## src/rtl/rsc_alu_pkg.sv

```systemverilog
package rsc_alu_pkg;

  localparam int unsigned DATA_W = 32;
  localparam int unsigned CC_W   = 4;

  typedef enum logic [3:0] {
    OP_ADD  = 4'd0,
    OP_SUB  = 4'd1,
    OP_CMP  = 4'd2,
    OP_AND  = 4'd3,
    OP_OR   = 4'd4,
    OP_XOR  = 4'd5,
    OP_LSL  = 4'd6,
    OP_LSR  = 4'd7,
    OP_ASR  = 4'd8,
    OP_ROL  = 4'd9,
    OP_LDHI = 4'd10,
    OP_LDLO = 4'd11,
    OP_R12  = 4'd12,
    OP_R13  = 4'd13,
    OP_R14  = 4'd14,
    OP_R15  = 4'd15
  } alu_op_e;

  typedef enum logic [1:0] {
    SH_LSL = 2'd0,
    SH_LSR = 2'd1,
    SH_ASR = 2'd2,
    SH_ROL = 2'd3
  } shift_e;

  typedef enum logic [2:0] {
    LG_AND  = 3'd0,
    LG_OR   = 3'd1,
    LG_XOR  = 3'd2,
    LG_LDHI = 3'd3,
    LG_LDLO = 3'd4
  } logic_e;

  // Packed MSB first: v is bit 3, z is bit 0.
  typedef struct packed {
    logic v;
    logic n;
    logic c;
    logic z;
  } cc_t;

endpackage

```

## src/rtl/rsc_alu_arith.sv

```systemverilog
module rsc_alu_arith #(
  parameter int unsigned W = 32
) (
  input  logic [W-1:0] a_i,
  input  logic [W-1:0] b_i,
  input  logic         sub_i,
  output logic [W-1:0] res_o,
  output logic         carry_o,
  output logic         ovf_o
);

  logic [W-1:0] b_eff;
  logic [W:0]   sum;

  always_comb begin
    b_eff = sub_i ? ~b_i : b_i;
    sum   = {1'b0, a_i} + {1'b0, b_eff} + {{W{1'b0}}, sub_i};
  end

  assign res_o   = sum[W-1:0];
  // Subtraction reports a borrow, which is the inverted carry out.
  assign carry_o = sub_i ? ~sum[W] : sum[W];
  assign ovf_o   = (a_i[W-1] == b_eff[W-1]) && (sum[W-1] != a_i[W-1]);

endmodule

```

## src/rtl/rsc_alu_shift.sv

```systemverilog
module rsc_alu_shift
  import rsc_alu_pkg::*;
#(
  parameter int unsigned W = 32
) (
  input  logic [W-1:0] a_i,
  input  logic [W-1:0] amt_i,
  input  shift_e       kind_i,
  output logic [W-1:0] res_o,
  output logic         carry_o
);

  localparam int unsigned SH_W = $clog2(W);
  localparam logic [W-1:0] FULL_AMT = W;

  logic [SH_W-1:0] sh;
  logic            big;
  logic            exact;
  logic [W:0]      lsl_ext;
  logic [W:0]      lsr_ext;
  logic signed [W:0] asr_src;
  logic [W:0]      asr_ext;
  logic [2*W-1:0]  rol_ext;

  always_comb begin
    sh      = amt_i[SH_W-1:0];
    big     = |amt_i[W-1:SH_W];
    exact   = (amt_i == FULL_AMT);
    // Extended words keep the last bit shifted out in the extra position.
    lsl_ext = {1'b0, a_i} << sh;
    lsr_ext = {a_i, 1'b0} >> sh;
    asr_src = {a_i, 1'b0};
    asr_ext = asr_src >>> sh;
    rol_ext = {a_i, a_i} << sh;
  end

  always_comb begin
    res_o   = '0;
    carry_o = 1'b0;
    unique case (kind_i)
      SH_LSL: begin
        if (big) begin
          res_o   = '0;
          carry_o = exact ? a_i[0] : 1'b0;
        end else begin
          res_o   = lsl_ext[W-1:0];
          carry_o = lsl_ext[W];
        end
      end
      SH_LSR: begin
        if (big) begin
          res_o   = '0;
          carry_o = exact ? a_i[W-1] : 1'b0;
        end else begin
          res_o   = lsr_ext[W:1];
          carry_o = lsr_ext[0];
        end
      end
      SH_ASR: begin
        if (big) begin
          res_o   = {W{a_i[W-1]}};
          carry_o = a_i[W-1];
        end else begin
          res_o   = asr_ext[W:1];
          carry_o = asr_ext[0];
        end
      end
      SH_ROL: begin
        res_o   = rol_ext[2*W-1:W];
        carry_o = 1'b0;
      end
      default: begin
        res_o   = '0;
        carry_o = 1'b0;
      end
    endcase
  end

endmodule

```

## src/rtl/rsc_alu_bitwise.sv

```systemverilog
module rsc_alu_bitwise
  import rsc_alu_pkg::*;
#(
  parameter int unsigned W = 32
) (
  input  logic [W-1:0] a_i,
  input  logic [W-1:0] b_i,
  input  logic_e       kind_i,
  output logic [W-1:0] res_o
);

  localparam int unsigned HALF = W / 2;

  logic [W-1:0] and_v;
  logic [W-1:0] or_v;
  logic [W-1:0] xor_v;
  logic [W-1:0] hi_v;
  logic [W-1:0] lo_v;

  for (genvar g = 0; g < W; g++) begin : g_bit
    assign and_v[g] = a_i[g] & b_i[g];
    assign or_v[g]  = a_i[g] | b_i[g];
    assign xor_v[g] = a_i[g] ^ b_i[g];
    if (g < HALF) begin : g_low
      assign hi_v[g] = a_i[g];
      assign lo_v[g] = b_i[g];
    end else begin : g_high
      assign hi_v[g] = b_i[g-HALF];
      assign lo_v[g] = a_i[g];
    end
  end

  always_comb begin
    unique case (kind_i)
      LG_AND:  res_o = and_v;
      LG_OR:   res_o = or_v;
      LG_XOR:  res_o = xor_v;
      LG_LDHI: res_o = hi_v;
      LG_LDLO: res_o = lo_v;
      default: res_o = '0;
    endcase
  end

endmodule

```

## src/rtl/rsc_alu.sv

```systemverilog
module rsc_alu
  import rsc_alu_pkg::*;
#(
  parameter int unsigned W = DATA_W
) (
  input  logic          clk_i,
  input  logic          rst_ni,
  input  logic [3:0]    op_i,
  input  logic [W-1:0]  opa_i,
  input  logic [W-1:0]  opb_i,
  input  logic          flag_en_i,
  output logic [W-1:0]  result_o,
  output logic          wr_en_o,
  output logic [CC_W-1:0] cc_o
);

  alu_op_e      op;
  logic         ar_sub;
  logic [W-1:0] ar_res;
  logic         ar_carry;
  logic         ar_ovf;
  shift_e       sh_kind;
  logic [W-1:0] sh_res;
  logic         sh_carry;
  logic_e       lg_kind;
  logic [W-1:0] lg_res;

  logic [W-1:0] res_d;
  logic         upd_d;
  logic         wr_d;
  cc_t          cc_d;
  cc_t          cc_q;
  logic         cc_load;

  assign op = alu_op_e'(op_i);

  // Decode into unit controls.
  always_comb begin
    ar_sub  = (op == OP_SUB) || (op == OP_CMP);
    sh_kind = SH_LSL;
    lg_kind = LG_AND;
    unique case (op)
      OP_LSR:  sh_kind = SH_LSR;
      OP_ASR:  sh_kind = SH_ASR;
      OP_ROL:  sh_kind = SH_ROL;
      default: sh_kind = SH_LSL;
    endcase
    unique case (op)
      OP_OR:   lg_kind = LG_OR;
      OP_XOR:  lg_kind = LG_XOR;
      OP_LDHI: lg_kind = LG_LDHI;
      OP_LDLO: lg_kind = LG_LDLO;
      default: lg_kind = LG_AND;
    endcase
  end

  rsc_alu_arith #(.W(W)) u_arith (
    .a_i     (opa_i),
    .b_i     (opb_i),
    .sub_i   (ar_sub),
    .res_o   (ar_res),
    .carry_o (ar_carry),
    .ovf_o   (ar_ovf)
  );

  rsc_alu_shift #(.W(W)) u_shift (
    .a_i     (opa_i),
    .amt_i   (opb_i),
    .kind_i  (sh_kind),
    .res_o   (sh_res),
    .carry_o (sh_carry)
  );

  rsc_alu_bitwise #(.W(W)) u_bitwise (
    .a_i    (opa_i),
    .b_i    (opb_i),
    .kind_i (lg_kind),
    .res_o  (lg_res)
  );

  // Result select and next condition codes.
  always_comb begin
    res_d  = '0;
    upd_d  = 1'b0;
    wr_d   = 1'b0;
    cc_d   = cc_q;
    unique case (op)
      OP_ADD, OP_SUB, OP_CMP: begin
        res_d  = ar_res;
        upd_d  = 1'b1;
        wr_d   = (op != OP_CMP);
        cc_d.c = ar_carry;
        cc_d.v = ar_ovf;
      end
      OP_AND, OP_OR, OP_XOR: begin
        res_d  = lg_res;
        upd_d  = 1'b1;
        wr_d   = 1'b1;
        cc_d.c = 1'b0;
        cc_d.v = 1'b0;
      end
      OP_LSL, OP_LSR, OP_ASR, OP_ROL: begin
        res_d  = sh_res;
        upd_d  = 1'b1;
        wr_d   = 1'b1;
        cc_d.c = sh_carry;
        cc_d.v = sh_res[W-1] ^ opa_i[W-1];
      end
      OP_LDHI, OP_LDLO: begin
        res_d = lg_res;
        wr_d  = 1'b1;
      end
      default: begin
        res_d = '0;
        wr_d  = 1'b0;
      end
    endcase
    if (upd_d) begin
      cc_d.z = (res_d == '0);
      cc_d.n = res_d[W-1];
    end
  end

  assign cc_load = flag_en_i & upd_d;

  always_ff @(posedge clk_i or negedge rst_ni) begin
    if (!rst_ni) begin
      cc_q <= '0;
    end else if (cc_load) begin
      cc_q <= cc_d;
    end
  end

  assign result_o = res_d;
  assign wr_en_o  = wr_d;
  assign cc_o     = cc_q;

endmodule

```

## config.mk

```make
export PLATFORM = sky130hd
export DESIGN_NAME = rsc_alu
export DESIGN_NICKNAME = d
export VERILOG_FILES = /design/src/rtl/rsc_alu_pkg.sv /design/src/rtl/rsc_alu_arith.sv /design/src/rtl/rsc_alu_shift.sv /design/src/rtl/rsc_alu_bitwise.sv /design/src/rtl/rsc_alu.sv
export SDC_FILE = /design/constraint.sdc
export NUM_CORES = 1
export LEC_CHECK = 0
export ABC_AREA = 1
export BUFFER_PORTS_ARGS = -buffer_cell sky130_fd_sc_hd__buf_2
export CAP_MARGIN = 15
export CORE_MARGIN = 2
export CORE_UTILIZATION = 30
export CTS_CLUSTER_DIAMETER = 80
export DETAILED_ROUTE_END_ITERATION = 10
export PLACE_DENSITY = 0.49
export SYNTH_ARGS = -nofsm -noshare
export SYNTH_HDL_FRONTEND = slang
export SYNTH_SLANG_ARGS = --single-unit
```

## constraint.sdc

```tcl
create_clock -name clk_i -period 4.8 [get_ports clk_i]
set_clock_uncertainty 0.1 [all_clocks]
set_input_delay 0.72 -clock clk_i [delete_from_list [all_inputs] [get_ports clk_i]]
set_output_delay 0.72 -clock clk_i [all_outputs]
set_load 0.1 [all_outputs]
```

; ---- Word level (Yosys, flattened, before mapping)
; Index checks and enable logic that the tools add are counted.
[classes]
addsub = 2
n_eq_ne = 22
shifts = 4
n_mux = 20
bitwise = 100
reduce_logical = 16
[op_table]
columns = op, n
row1 = 32-bit case mux with 5 select lines, 1
row2 = 32-bit two-way mux, 4
row3 = 32-bit case mux with 4 select lines, 1
row4 = 32-bit case mux with 3 select lines, 1
row5 = 64-bit by 5-bit left shift with 64-bit output, 1
row6 = 32-bit by 32-bit adder with 33-bit output, 1
row7 = 33-bit by 1-bit adder with 33-bit output, 1
row8 = 1-bit bitwise AND, 33
row9 = 32-bit by 5-bit left shift with 33-bit output, 1
row10 = 33-bit by 5-bit right shift with 33-bit output, 1
row11 = 33-bit by 5-bit >>> shifter with 33-bit output, 1
row12 = 1-bit bitwise XOR, 33
row13 = 32-bit by 6-bit equality test with 1-bit output (second input constant), 1
row14 = 32-bit logical NOT, 1
row15 = 32-bit inverter, 1
row16 = 1-bit bitwise OR, 32
row17 = 27-bit OR reduction, 1
row18 = 4-bit by 3-bit equality test with 1-bit output (second input constant), 4
row19 = 4-bit equality test (second input constant), 4
row20 = 3-bit case mux with 4 select lines, 1
row21 = 10-bit OR reduction, 1
row22 = 9-bit OR reduction, 1
row23 = 4-bit by 2-bit equality test with 1-bit output (second input constant), 2
row24 = 1-bit two-way mux, 7
row25 = 24 further kinds, 29
[totals]
ff_bits = 4
inputBits = 71
out_inout_bits = 37
wordCells = 168

; ---- Logic depth before layout (Yosys ltp)
; Gate-level depths: netlist of the first run.
[logic_depth]
depth_word = 8
mapped_depth = 25
mapped_depth_nobuf = 25

; ---- Modules after synthesis
; From an unflattened synthesis of the first run, not the netlist that was laid out.
[unflattened]
hier_cells = 2227
hier_area_um2 = 11204.5
[by_module_without_submodules]
columns = mod, n_inst, cells_per_inst, area_per_inst_um2, seq_area_each_um2
row1 = rsc_alu_shift, 1, 1059, 4911.0, 0.0
row2 = rsc_alu_bitwise, 1, 457, 2591.2, 0.0
row3 = rsc_alu_arith, 1, 419, 2381.0, 0.0
row4 = rsc_alu, 1, 292, 1321.3, 100.1

; ---- Worst setup path after synthesis of the first run
; OpenSTA, ideal clock, no wires.
[synth_path]
path_kind = in2reg
startpoint = input opb_i[3]
endpoint = register cc_q, in the netlist cc_o[0]
setup_ns = 0.068
t_arrival_ns = 4.414
setup_slack_ns = 0.219
stages = 22
path_buffers = 3
cell_sequence = buf_2 > inv_2 > clkbuf_1 > buf_1 > xor2_1 > ha_1 > a21oi_1 > o21ai_1 > nand2_1 > nand2_1 > or2_2 > nand2_1 > nand2_1 > nor2_1 > nand3_1 > nor2_1 > nand2_1 > nor2_1 > nand3_1 > nor2_1 > nand2_1 > nand2_1
[synth_between]
elab_chain_cells = 6
word_cells_on_any_way = 18
[synth_rtl]
columns = element, line_no
row1 = from (decl), rsc_alu.sv:10  ; input logic [W-1:0] opb_i,
row2 = 32-bit inverter, rsc_alu_arith.sv:16  ; b_eff = sub_i ? ~b_i : b_i;
row3 = 32-bit two-way mux, rsc_alu_arith.sv:16
row4 = 32-bit by 32-bit adder with 33-bit output, rsc_alu_arith.sv:17  ; sum = {1'b0, a_i} + {1'b0, b_eff} + {{W{1'b0}}, sub_i};
row5 = 33-bit by 1-bit adder with 33-bit output, rsc_alu_arith.sv:17
row6 = 32-bit case mux with 3 select lines (*), rsc_alu.sv:87  ; unique case (op)
row7 = named net result_o[6], rsc_alu.sv:12  ; output logic [W-1:0] result_o,
row8 = 32-bit logical NOT (*), rsc_alu.sv:119  ; cc_d.z = (res_d == '0);
row9 = to (signal assigned), rsc_alu.sv:128  ; cc_q <= '0;
row10 = to (signal assigned), rsc_alu.sv:130  ; cc_q <= cc_d;
row11 = to (decl), rsc_alu.sv:32  ; cc_t cc_q;
; The timed path passes the listed nets; every way through them passes the cells marked *.
; A chain may end at the register's enable or synchronous reset.

; ---- Final worst setup path of the first run
[layout_path]
startpoint = input op_i[3]
endpoint = output result_o[25]
[layout_between]
elab_chain_cells = 6
word_cells_on_any_way = 33
[layout_rtl]
columns = element, line_no
row1 = from (decl), rsc_alu.sv:8  ; input logic [3:0] op_i,
row2 = 4-bit by 1-bit equality test with 1-bit output / 4-bit by 2-bit equality test with 1-bit output (equally long branches), "rsc_alu.sv:39, rsc_alu.sv:87"
row3 = 1-bit logical OR, rsc_alu.sv:39  ; ar_sub = (op == OP_SUB) || (op == OP_CMP);
row4 = 32-bit two-way mux, rsc_alu_arith.sv:16
row5 = 32-bit by 32-bit adder with 33-bit output, rsc_alu_arith.sv:17
row6 = 33-bit by 1-bit adder with 33-bit output, rsc_alu_arith.sv:17
row7 = 32-bit case mux with 3 select lines (*), rsc_alu.sv:87
row8 = to (decl), rsc_alu.sv:12
; Mark *: on every way between the ends. The rest lies on a longest branch, timed or not.

==> results.cfg, run 1 <==
[setup_path]
r2r_slack_ps = 4010
r2r-start = cc_o[1]$_DFFE_PN0P_
crit_fanout = 11
startpoint = op_i[3]
critPathKind = in2out
reg2reg_to = cc_o[1]$_DFFE_PN0P_
setup.worst_path.end = result_o[25]
reg2regPathDepth = 1
cp.arrival_ps = 3800
cp-start-kind = primary input
cp-end-kind = primary output
cp.required_ps = 3980

[sta]
worst_pin_slew_ps = 887
fmax_mhz = 216
finalCriticalPeriod_ps = 4620
rsz0062_at_grt = yes
hold_viol_final = 0
hold_slack_ps = 195
relSlewSlack_pct = 40.7
maxSlewViolCount = 0
finalSetupTns_ps = 0
period_share_pct = 96.2
final-setup-viol-count = 0
setup_slack_ps = 180

[route]
drc_errors = 0
wl_met1_mm = 24.8
drt-total-wl_mm = 60.6
vias_per_cell = 5.76
wl_met2_mm = 27.1
ant_nets = 0
dr.first_iter.drc_count = 1548
vias = 14900
highest_layer = met5
wl_per_cell_um = 23.4
met3_length_mm = 4.61
first_pass_iters = 5

[placed_design]
io_buffer_count = 107
dp_hpwl_mm = 49.6
post-place-ws_ps = 20.7
gp_congestion = 1.01

[layout]
diodes = 0
area_growth_pct = 16.8
drive_gt1_share_pct = 10.0
post-route-util_pct = 35.5
fin_nets = 2318
largest_reg_flops = 4

[die]
start_util_pct = 30.4
dieArea_um2 = 35300
die_h_um = 188
io_pins = 108
core_um2 = 33400
die_x_um = 188
num_rows = 67

[power_and_ir_drop]
power.total_mw = 2.06
p_leak_nw = 6.34
power_density_nw_per_um2 = 174
vdd_drop_max_v = 0.000144

[synthesis]
ys_top_cells_by_area = nand2_1, nand3_1, ha_1
yosys-top-cells-count = nand2_1, nand3_1, nor2_1, inv_1, ha_1
synth_top_area_share_pct = 26.2
async_flop_share_pct = 100
synth_warnings = 0
synthFlopType = dfrtp_1
yosysTopAreaCell = nand2_1
synth_fp_nets = 2238
synth_area_um2 = 10200
ys_seq_area_share_pct = 0.985
synth_edf_count = 0
synth_most_common_cell = nand2_1
ys_types = 45
avgSynthCellArea_um2 = 4.92
synthCells = 2066
ys_ff_latch = 4

[cts]
htree_levels = 1
clk_pin_slew_ps = 30
cts_setup_buffers = 0
cts_buffers = 3
clk_path_buf_depth = 2
root_buffer = clkbuf_16
cts_sinks = 4
clock_latency_ps = 220
ctsHoldBuffers = 0
cts_tree = built

[grt]
grt_max_degree = 82
grt_pass1_vias = 14100
grt_pass1_wl_mm = 89.3
grt_util_all_layers_pct = 33.4
antenna_found_initial = 1
grt-ovfl-total = 0

[job]
cap_violations = 0

[status]
outcome = finished, final reports clean

[min_path]
hold_path_class = in2async
cell type report:
class / instances / area, um2
multi-input combinational: 1773 / 8930
fill: 3929 / 21600
sequential: 4 / 100
tap: 448 / 561
clock buffer: 3 / 75.1
timing repair buffer: 174 / 1480
inverter: 190 / 713
placed cells by master, fill, tap and decap left out, types with 3 or more instances in the layout:
cell type,count
a21o_1,5
a21oi_1,97
a31oi_1,6
buf_12,31
buf_2,84
buf_4,58
clkbuf_16,3
clkinv_1,3
dfrtp_1,4
ha_1,100
inv_1,168
inv_2,19
nand2_1,708
nand3_1,415
nand3b_1,10
nand4_1,14
nor2_1,172
nor2_2,5
nor3_1,11
nor4_1,4
o211ai_1,10
o21ai_0,81
o21ai_1,34
o221ai_1,9
o22ai_1,21
o31ai_1,9
or2_2,4
xor2_1,31
report_power, final:
group / switching, mW / total (mW) / internal (mW)
logic: 1.36 / 1.90 / 0.531
registers: 0.00200 / 0.0403 / 0.0383
clock network: 0.0217 / 0.128 / 0.106
total: 1.39 / 2.06 / 0.675
worst min-delay path by stage:
stage,to,cells after the start
2_1_floorplan,cc_o[0]$_DFFE_PN0P_,0
3_3_place_gp,cc_o[0]$_DFFE_PN0P_,2
6_report,cc_o[2]$_DFFE_PN0P_,1
4_1_cts,cc_o[2]$_DFFE_PN0P_,1
3_5_place_dp,cc_o[2]$_DFFE_PN0P_,2
5_1_grt,cc_o[2]$_DFFE_PN0P_,1
per-layer routing:
layer,GRT usage [%],vias up
li1,-,7041
met1,42.6,6944
met2,55.3,785
met3,2.81,147
met4,18.7,4
met5,0,-
kinds of logic after synthesis:
group / count (synthesis) / share of synthesized area [%]
flops: 4 / 0.986
xor+xnor: 32 / 2.76
buf+inv: 289 / 11.3
fa+ha+maj: 101 / 12.5
compound gates: 288 / 16.0
simple gates: 1352 / 56.5
metrics by stage:
step                instances  cell area [um2]
CTS                      2592            11800
floorplan                2066            10200
global placement         2589            11800
finish                   2592            11900
global route             2592            11900
detailed placement       2589            11800
critical path, cell delays in order:
cell and delay (ps):
buf_2 120, nor2_1 170, nand3_2 120, buf_12 170
buf_4 190, xor2_1 150, ha_1 290, buf_4 170
nand2_1 130, inv_1 80, a21oi_1 260, o21ai_0 140
a21oi_1 290, nand3b_1 120, nand3_1 140, nand3_1 260
buf_12 260
repair_timing:
| item | 4_1_cts | 5_1_grt |
|---|---|---|
| hold endpoints to repair | 0 | 0 |
| endpoints found under the setup margin | 0 | 6 |
| gates resized for setup | 0 | 8 |
(Power assumes the default switching activity.)
==> run 2, diff against run 1 <==
Settings changed: ABC_AREA 1 to not set.
==> results.cfg, run 2 <==
[status]
outcome = finished, violations left
violations = negative setup slack

[job]
cap_violations = 0

[sta]
worst_pin_slew_ps = 1110
fmax_mhz = 178
finalSetupTns_ps = -6930
maxSlewViolCount = 0
rsz0062_at_grt = yes
relSlewSlack_pct = 23.9
hold_slack_ps = 197
setup_slack_ps = -810
hold_viol_final = 0
finalCriticalPeriod_ps = 5610
period_share_pct = 117
final-setup-viol-count = 20

[cts]
clk_pin_slew_ps = 30
cts_buffers = 3
ctsHoldBuffers = 0
clk_path_buf_depth = 2
cts_tree = built
cts_sinks = 4
root_buffer = clkbuf_16
htree_levels = 1
clock_latency_ps = 220

[power_and_ir_drop]
p_sw_mw = 1.79
power_density_nw_per_um2 = 178
vdd_drop_max_v = 0.000102
p_leak_nw = 8.19
swShare_pct = 54.6
seqPwrFrac_pct = 1.3
power.total_mw = 3.28
power_frac_comb_pct = 94.8
p_clk_share_pct = 4.0
p_int_mw = 1.49

[grt]
grt_util_all_layers_pct = 37.7
grt_pass1_vias = 15700
antenna_found_initial = 1
grt_max_degree = 42
grt_pass1_wl_mm = 113
grt-ovfl-total = 0

[route]
first_pass_iters = 6
drc_errors = 0
drt-total-wl_mm = 78.0
vias_per_cell = 6.10
wl_per_cell_um = 29.7
ant_nets = 0
dr.first_iter.drc_count = 1933
vias = 16000

[layout]
largest_reg_flops = 4
final_cell_area_um2 = 18400
fin_nets = 2282
diodes = 0
final_common_cell = buf_4
final_cells = 2626
area_growth_pct = 58.4
post-route-util_pct = 47.9
final_cell_mix = buf_4, nand2_1, nor2_1, a21oi_1, mux4_2
drive_gt1_share_pct = 46.7

[die]
dieArea_um2 = 40200
num_rows = 72
start_util_pct = 30.2
core_um2 = 38400
io_pins = 108
die_x_um = 201
die_h_um = 201

[placed_design]
io_buffer_count = 107
post-place-ws_ps = -934
dp.cells = 2596
dp_hpwl_mm = 64.5
place_area_um2 = 17200
gp_congestion = 1.04

[synthesis]
ys_types = 85
ys_ff_latch = 4
ys_top_cells_by_area = mux4_2, ha_1, mux2i_1
ys_seq_area_share_pct = 0.864
synth_fp_nets = 1726
synthFlopType = dfrtp_1
synth_top_area_share_pct = 18.3
yosysTopAreaCell = mux4_2
synth_edf_count = 0
yosys-top-cells-count = nand2_1, nor2_1, a21oi_1, ha_1, mux4_2
synth_most_common_cell = nand2_1
async_flop_share_pct = 100
synth_area_um2 = 11600
avgSynthCellArea_um2 = 7.46
synthCells = 1554
synth_warnings = 0

[setup_path]
critPathKind = in2out
cp-start-kind = primary input
cp.arrival_ps = 4790
r2r-start = cc_o[2]$_DFFE_PN0P_
crit_fanout = 6
cp-end-kind = primary output
r2r_slack_ps = 3950
cp.required_ps = 3980
startpoint = op_i[0]

[min_path]
hold_path_class = in2async
[run 2: critical path, cell delays in order]
cell       delay (ps)
buf_8             100
a211o_4           340
nor2_4            180
buf_12            160
xnor2_1           120
ha_1              280
o21ai_2           210
buf_4             150
a21oi_1            50
a2111o_1          390
a2111oi_4         400
nor2_2            120
a311oi_2          220
buf_4             180
o21ai_2            70
o41a_1            410
mux2i_1           150
a211o_4           360
buf_12            170
[run 2: final timing paths]
kind	cells past startpoint	to
max	19	result_o[31]
min	1	cc_o[2]$_DFFE_PN0P_
min in group clk_i	2	cc_o[1]$_DFFE_PN0P_
max in group asynchronous	1	cc_o[1]$_DFFE_PN0P_
min reg2reg	2	cc_o[1]$_DFFE_PN0P_
max reg2reg	1	cc_o[2]$_DFFE_PN0P_
[run 2: logic make-up after synthesis]
family,synth area share [%]
simple gates,20.3
compound gates,27.4
buf+inv,8.39
mux,27.8
fa+ha+maj,11.0
xor+xnor,4.23
flops,0.864
[run 2: timing repair]
action / CTS / global route
cloned: 1 / 0
resized for setup: 80 / 83
setup buffers: 18 / 18
pin swaps: 48 / 53
endpoints found under the setup margin: 23 / 29
[run 2: power by group through the flow]
stage	combinational (mW)	sequential, mW	clock, mW
finish	3.11	0.0410	0.129
CTS	2.91	0.0410	0.132
global placement	2.78	0.0412	0
floorplan	1.41	0.0765	0
global route	3.23	0.0416	0.134
detailed placement	2.78	0.0415	0
[run 2: metal layers]
layer	track usage (%)	part of all wire, %	up-vias
li1	-	-	7050
met1	51.1	42	7889
met2	58.8	44	902
met3	6.04	8.5	177
met4	17.1	5.4	2
met5	0	0.017	-
[run 2: layout make-up]
| class | instances | area (um2) |
|---|---|---|
| fillers | 3852 | 20000 |
| multi-input cells | 1318 | 11500 |
| repair buffers | 704 | 5760 |
| well taps | 518 | 648 |
| inverters | 79 | 302 |
| flip-flops and latches | 4 | 100 |
| clock buffers | 3 | 75.1 |
